### src/rtl/txoh_err_inj_pkg.sv
package txoh_err_inj_pkg;
  // Per-byte strobes handed from the control unit to the datapath.
  typedef struct packed {
    logic invertByte;
    logic frameMark;
    logic scrInhibit;
  } injStrobe_t;
endpackage

### src/rtl/txoh_err_inj_ctrl.sv
module txoh_err_inj_ctrl
  import txoh_err_inj_pkg::*;
#(
  parameter int CNT_W = 5
) (
  input  logic             clk,
  input  logic             rstN,
  input  logic             frameStartIn,
  input  logic             isA2First,
  input  logic             isB1,
  input  logic             isB2,
  input  logic             cfgA2Write,
  input  logic [CNT_W-1:0] cfgA2Count,
  input  logic             cfgB1Inv,
  input  logic             cfgB2Inv,
  input  logic             cfgBypass,
  input  logic             cfgScrInhibit,
  output injStrobe_t       strobes,
  output logic [CNT_W-1:0] remaining
);
  localparam logic [CNT_W-1:0] ZERO = '0;
  localparam logic [CNT_W-1:0] ONE  = {{(CNT_W-1){1'b0}}, 1'b1};

  logic             armed;
  logic [CNT_W-1:0] pending;
  logic [CNT_W-1:0] curLeft;
  logic [CNT_W-1:0] nextLeft;
  logic [CNT_W-1:0] effLeft;
  logic             a2Hit;
  logic             b1Hit;
  logic             b2Hit;

  // Value the burst counter takes at a frame start.
  always_comb begin
    if (armed)                nextLeft = pending;
    else if (curLeft != ZERO) nextLeft = curLeft - ONE;
    else                      nextLeft = ZERO;
  end

  // The count that applies to the byte now on the input.
  assign effLeft = frameStartIn ? nextLeft : curLeft;

  always_ff @(posedge clk) begin
    if (!rstN) begin
      armed   <= 1'b0;
      pending <= ZERO;
      curLeft <= ZERO;
    end else if (cfgA2Write) begin
      if (cfgA2Count == ZERO) begin
        armed   <= 1'b0;
        curLeft <= ZERO;
      end else begin
        armed   <= 1'b1;
        pending <= cfgA2Count;
      end
    end else if (frameStartIn) begin
      armed   <= 1'b0;
      curLeft <= nextLeft;
    end
  end

  assign a2Hit = isA2First && (effLeft != ZERO);
  assign b1Hit = isB1 && cfgB1Inv;
  assign b2Hit = isB2 && cfgB2Inv;

  always_comb begin
    strobes.invertByte = !cfgBypass && (a2Hit || b1Hit || b2Hit);
    strobes.frameMark  = frameStartIn;
    strobes.scrInhibit = cfgScrInhibit;
  end

  assign remaining = curLeft;
endmodule

### src/rtl/txoh_err_inj_dp.sv
module txoh_err_inj_dp
  import txoh_err_inj_pkg::*;
#(
  parameter int DATA_W = 8
) (
  input  logic              clk,
  input  logic              rstN,
  input  logic [DATA_W-1:0] dataIn,
  input  injStrobe_t        strobes,
  output logic [DATA_W-1:0] dataOut,
  output logic              frameStartOut,
  output logic              scrInhibitOut
);
  logic [DATA_W-1:0] mask;

  // Build the inversion mask one bit lane at a time.
  for (genvar i = 0; i < DATA_W; i++) begin : g_lane
    assign mask[i] = strobes.invertByte;
  end

  always_ff @(posedge clk) begin
    if (!rstN) begin
      dataOut       <= '0;
      frameStartOut <= 1'b0;
      scrInhibitOut <= 1'b0;
    end else begin
      dataOut       <= dataIn ^ mask;
      frameStartOut <= strobes.frameMark;
      scrInhibitOut <= strobes.scrInhibit;
    end
  end
endmodule

### src/rtl/txoh_err_inj.sv
module txoh_err_inj
  import txoh_err_inj_pkg::*;
#(
  parameter int DATA_W = 8,
  parameter int CNT_W  = 5
) (
  input  logic              clk,
  input  logic              rstN,
  input  logic [DATA_W-1:0] dataIn,
  input  logic              frameStartIn,
  input  logic              isA2First,
  input  logic              isB1,
  input  logic              isB2,
  input  logic              cfgA2Write,
  input  logic [CNT_W-1:0]  cfgA2Count,
  input  logic              cfgB1Inv,
  input  logic              cfgB2Inv,
  input  logic              cfgBypass,
  input  logic              cfgScrInhibit,
  output logic [DATA_W-1:0] dataOut,
  output logic              frameStartOut,
  output logic              scrInhibitOut,
  output logic [CNT_W-1:0]  a2Remaining
);
  injStrobe_t strobes;

  txoh_err_inj_ctrl #(.CNT_W(CNT_W)) u_ctrl (
    .clk(clk), .rstN(rstN), .frameStartIn(frameStartIn),
    .isA2First(isA2First), .isB1(isB1), .isB2(isB2),
    .cfgA2Write(cfgA2Write), .cfgA2Count(cfgA2Count),
    .cfgB1Inv(cfgB1Inv), .cfgB2Inv(cfgB2Inv), .cfgBypass(cfgBypass),
    .cfgScrInhibit(cfgScrInhibit), .strobes(strobes), .remaining(a2Remaining)
  );

  txoh_err_inj_dp #(.DATA_W(DATA_W)) u_dp (
    .clk(clk), .rstN(rstN), .dataIn(dataIn), .strobes(strobes),
    .dataOut(dataOut), .frameStartOut(frameStartOut), .scrInhibitOut(scrInhibitOut)
  );
endmodule

### config.mk
export PLATFORM = sky130hd
export DESIGN_NAME = txoh_err_inj
export DESIGN_NICKNAME = d
export VERILOG_FILES = /design/src/rtl/txoh_err_inj_pkg.sv /design/src/rtl/txoh_err_inj_ctrl.sv /design/src/rtl/txoh_err_inj_dp.sv /design/src/rtl/txoh_err_inj.sv
export SDC_FILE = /design/constraint.sdc
export NUM_CORES = 1
export LEC_CHECK = 0
export BUFFER_PORTS_ARGS = -buffer_cell sky130_fd_sc_hd__buf_2
export CAP_MARGIN = 20
export CORE_MARGIN = 5
export CORE_UTILIZATION = 53
export DETAILED_ROUTE_END_ITERATION = 12
export GPL_TIMING_DRIVEN = 0
export PLACE_DENSITY = 0.84
export SLEW_MARGIN = 20
export SYNTH_ARGS = -nofsm -noshare
export SYNTH_HDL_FRONTEND = slang
export SYNTH_SLANG_ARGS = --single-unit
### constraint.sdc
create_clock -name clk -period 5.3 [get_ports clk]
set_input_delay 0.53 -clock clk [delete_from_list [all_inputs] [get_ports clk]]
set_output_delay 0.53 -clock clk [all_outputs]
set_load 0.02 [all_outputs]
==> flow_summary.ini, run 1 <==
[final_layout]
final_cell_mix = 36 x buf_2, 31 x nand2_1, 21 x dfxtp_1
diodes = 0
final_common_cell = buf_2
layout.nets = 212
area_growth_pct = 20.9
final_layout_size_suffix_gt1_frac = 0.231

[clock_network]
clock-sinks = 21
cts_setup_buffers = 0
cts_resized = 0
cts_made_buffers = 3
clk_latency_ps = 310
cts-root-buf = clkbuf_4
cts_tree = done
cts_hold_buf = 0
path_clk_slew_ps = 130
clock_path_buffers = 2
ctsHtreeMaxLevel = 1

[worst_setup_path]
cp.required_ps = 5540
cp.arrival_ps = 2960
cp-end-kind = flip-flop
startpoint_type = flip-flop
cp_max_fo = 10
crit_type = reg2reg

[route]
ant_nets = 0
via_per_inst = 5.86
wl_per_cell_um = 14.7
vias = 1254
dr.pass1.iters = 4
detail_route.iter0.violations = 46
drcViolationCount = 0
drt_wl_total_um = 3140

[power]
power_leakage_nw = 0.590
cellPowerDensity_nw_per_um2 = 237
power_mw = 0.333
ir_worst_vdd_uv = 167

[sta]
rsz0062_at_grt = false
clock_skew_ps = 1.27
max_freq_mhz = 368
final.period_utilization = 0.513
finalCriticalPeriod_ps = 2720
tns_ps = 0
drv_slew = 0
slew_headroom = 0.566
setup_violations = 0
hold_viol = 0
tightest_slew_ps = 651

[logic_synthesis]
ys_seq_area_frac = 0.362
synth_top_family_by_area = simple AND/OR/NAND/NOR gates
ys_top_cells_by_area = dfxtp_1 36%, nand2_1 10%, o2111ai_1 7.5%
synth_top_area_share = 0.362
yosysUniqueCellTypes = 28
synth_fa_ha_area_frac = 0.0108
synth-xor-area-share = 0
synthMuxAreaShare = 0
synth_nets = 171
yosysWarnings = 0
ys_ff_latch = 21
synth_area_um2 = 1160
synth.avg_cell_area_um2 = 7.95
synth_top_cell_by_area = dfxtp_1
synth-compound-area-share = 0.241
yosys.area_share.simple = 0.341
synthCells = 146

[placed_design]
dp_hpwl_um = 2290
place_congestion = 0.918
portBuffers = 36

[run]
drv_cap = 0

[floorplanning]
fp.dieW_um = 56.8
coreArea_um2 = 2150
num_rows = 17
die-area_um2 = 3230
die_h_um = 56.8
io_pins = 39
start_util = 0.540

[global_route]
first_global_vias = 1187
grt_pass1_wl_um = 5100
overflow = 0
antenna_found_initial = 0
grt_usage = 0.197
grt_max_degree = 13

[worst_hold_path]
hp-class = in2reg

[status]
status = finished clean
## power by group
| part | internal, mW | switching [mW] |
|---|---|---|
| sequential | 0.170 | 0.00498 |
| combinational | 0.0298 | 0.0466 |
| clock | 0.0282 | 0.0533 |
## worst max-delay path, stage by stage, from the launching register on
cell and delay, ps:
dfxtp_1 380, inv_1 80, ha_1 210, or3b_1 370, a222oi_1 460, nand4_2 280, buf_6 230, or4_1 530
o2111ai_1 120
## layout make-up
type / count / area (µm²)
Tap cell: 28 / 35.0
Clock inverter: 1 / 5.00
Inverter: 5 / 18.8
Clock buffer: 3 / 22.5
Sequential cell: 21 / 420
Multi-Input combinational cell: 113 / 688
Timing Repair Buffer: 36 / 180
Fill cell: 197 / 744
Buffer: 7 / 33.8
## kinds of logic after synthesis
family / after synthesis
compound gates: 41
fa+ha+maj: 1
buf+inv: 12
flops: 21
simple gates: 71
## synth_stat cells
master,n
nand3b_1,1
clkbuf_1,6
inv_1,5
nand4_2,1
a222oi_1,1
nor2b_1,4
buf_6,1
nor2_1,1
or3b_1,1
o21ai_0,13
a21o_1,1
o2111ai_1,10
nor3b_1,9
nor3_1,1
ha_1,1
dfxtp_1,21
a22oi_1,4
a21oi_1,4
nand2_1,31
nand3_1,3
and3_1,2
or3_1,1
o21a_1,1
and2_1,5
or3_2,1
nor4b_1,1
or4_1,9
a21boi_0,7
## sequential cells by signal, indices dropped and copies added, names as in the netlist
name and flops:
u_ctrl.remaining 5, u_dp.frameStartOut 1, u_dp.dataOut 8, u_ctrl.pending 5
u_ctrl.armed 1, u_dp.scrInhibitOut 1
## stage by stage
stage          instances   util  area [µm²]  setup WS, ps  hold WS, ps
6_report             214  0.653        1400          2580          424
5_1_grt              214  0.653        1400          2430          418
4_1_cts              214  0.653        1400          2620          419
3_5_place_dp         210  0.641        1380          2690          457
3_3_place_gp         210  0.641        1380          2760          456
2_1_floorplan        146      -        1160          2930          439
## path summary, 6_finish.rpt
path	start	endpoint	slack (ps)	cells past startpoint
min reg2reg	u_ctrl.pending[4]	u_ctrl.pending[4]	470	2
max	u_ctrl.remaining[0]	u_dp.dataOut[6]	2580	8
max reg2reg	u_ctrl.remaining[0]	u_dp.dataOut[6]	2580	8
min	cfgScrInhibit	u_dp.scrInhibitOut	420	2
## metal layers
metal  track usage  up-vias  share of wire
met5             0        -              0
met4         0.106        0          0.016
met3        0.0368        6          0.058
met2         0.325       38           0.49
met1         0.238      586           0.43
li1              -      624              -
Note: power is estimated with default switching activity, not from simulation.
==> inputs of run 2 (changes only) <==
Settings changed: CORE_UTILIZATION 53 to 44, PLACE_DENSITY 0.84 to 0.75.
Clock period 5.3 ns to 2.4 ns, I/O delays scaled along.
==> run 2 against run 1 <==
Wire length is 16% higher. First-iteration DRC count increased by 20%. Maximum frequency increased by 11%. Die area is 17% higher. Critical endpoint is now u_dp.dataOut[3]. Setup slack worse by 2600 ps. Sequential share of layout area fell by 3.2 points. Register-to-register slack worse by 2600 ps. Non-clock buffer count increased by 14. Clock power rose by 120%. Power grew 130%. Utilization shrank 1.7 points. Highest routed layer unchanged. The flow now finishes with violations (setup timing). Via count is 7.2% higher.
==> flow_summary.ini, run 2 (same netlist as run 1, synthesis figures left out) <==
[sta]
drv_slew = 0
rsz0062_at_grt = true
final.period_utilization = 1.02
max_freq_mhz = 410
setup_violations = 7
setup_slack_ps = -41.6
slew_headroom = 0.474
tns_ps = -147
finalCriticalPeriod_ps = 2440
hold_slack_ps = 124
hold_viol = 0
tightest_slew_ps = 789
clock_skew_ps = 2.80

[route]
ant_nets = 0
vias = 1344
wl_per_cell_um = 15.8
drt_wl_total_um = 3650
detail_route.iter0.violations = 55
drcViolationCount = 0
dr.pass1.iters = 4
via_per_inst = 5.84

[global_route]
grt_pass1_wl_um = 5710
overflow = 0
grt_usage = 0.203
grt_max_degree = 13
first_global_vias = 1363
antenna_found_initial = 0

[worst_setup_path]
worst-r2r-setup-slack_ps = -40
max_stage_delay_ps = 520
cp.arrival_ps = 2680
crit_path_top_delay_cell = or4_1
cp_max_fo = 5
cp_num_buf_inv = 3
cp-end-kind = flip-flop
cp_top_family = simple AND/OR/NAND/NOR gates
startpoint_type = flip-flop
path_cells = inv_4, ha_4, or3b_1, a222oi_1, buf_4, nand4_4, buf_6, or4_1, o2111ai_1
cp.required_ps = 2640
crit_type = reg2reg

[final_layout]
area_growth_pct = 37.0
largest_reg_flops = 8
final_common_cell = buf_2
diodes = 0
final_layout_size_suffix_gt1_frac = 0.350
multiInputGateArea_um2 = 747
regArea_um2 = 425
finish.utilization = 0.636
layout.nets = 226
final_cell_mix = 37 x buf_2, 31 x nand2_1, 19 x dfxtp_1
final.fill_count = 221
regMostFlops = u_dp.dataOut

[power]
pwr-share-clk = 0.238
power_leakage_nw = 0.688
swShare = 0.320
pwr-share-comb = 0.256
p_sw_mw = 0.245
cellPowerDensity_nw_per_um2 = 480
power_frac_seq = 0.506
ir_worst_vdd_uv = 317
power_mw = 0.764
internal-power_mw = 0.519

[placed_design]
portBuffers = 36
dp_worst_setup_slack_ps = -202
place_congestion = 0.859
dp_hpwl_um = 2390

[clock_network]
ctsHtreeMaxLevel = 1
path_clk_slew_ps = 130
clk_latency_ps = 320
clock_path_buffers = 2
cts_tree = done
cts_hold_buf = 0
cts_made_buffers = 3
cts-root-buf = clkbuf_4
clock-sinks = 21

[floorplanning]
coreArea_um2 = 2500
num_rows = 18
io_pins = 39
start_util = 0.464
die_h_um = 61.4
fp.dieW_um = 61.4
die-area_um2 = 3770

[run]
drv_cap = 0

[status]
violations = setup timing
status = complete, but fails checks

[worst_hold_path]
hp-class = in2reg
==> run 2: final timing paths <==
kind | start | cells past startpoint | end
setup / recovery | u_ctrl.remaining[0] | 9 | u_dp.dataOut[3]
hold / removal | cfgScrInhibit | 2 | u_dp.scrInhibitOut
setup reg to reg | u_ctrl.remaining[0] | 9 | u_dp.dataOut[3]
hold reg to reg | u_ctrl.pending[0] | 2 | u_ctrl.pending[0]
==> run 2: metrics by stage <==
stage	instances	instance area, µm²
3_5_place_dp	212	1380
4_1_cts	230	1540
2_1_floorplan	146	1160
6_report	230	1590
5_1_grt	230	1590
3_3_place_gp	212	1380
==> run 2: area by class of cell <==
| class | count | area share |
|---|---|---|
| plain buffers | 7 | 0.0220 |
| clock buffers | 3 | 0.0142 |
| clock inverters | 1 | 0.00315 |
| inverters | 5 | 0.0134 |
| multi-input cells | 113 | 0.470 |
| flip-flops and latches | 21 | 0.268 |
| well taps | 30 | 0.0236 |
| repair buffers | 50 | 0.186 |
==> run 2: repair_timing <==
| item | CTS | global route |
|---|---|---|
| setup buffers | 14 | 1 |
| gates resized for setup | 10 | 15 |
| pin swaps | 8 | 4 |
| gates cloned | 0 | 0 |
| endpoints found under the setup margin | 8 | 9 |
==> run 2: routing by layer <==
metal	part of all wire	routed length, µm	track usage	vias to the layer above
li1	-	-	-	651
met1	0.41	1510	0.232	635
met2	0.50	1820	0.364	47
met3	0.057	207	0.0314	11
met4	0.028	102	0.103	0
met5	0	0	0	-
==> run 2: power groups by stage <==
| stage | Clock [mW] | Combinational, mW | Sequential [mW] |
|---|---|---|---|
| after detailed placement | 0 | 0.169 | 0.394 |
| final | 0.182 | 0.195 | 0.386 |
| after CTS | 0.178 | 0.184 | 0.386 |
| after floorplan | 0 | 0.0785 | 0.420 |
| after global placement | 0 | 0.163 | 0.393 |
| after global routing | 0.193 | 0.213 | 0.389 |
==> run 2: worst reg2reg max path, stage by stage (launching register included) <==
cell and delay [ps]:
dfxtp_4 380, inv_4 50, ha_4 130, or3b_1 360
a222oi_1 340, buf_4 210, nand4_4 110, buf_6 150
or4_1 520, o2111ai_1 130
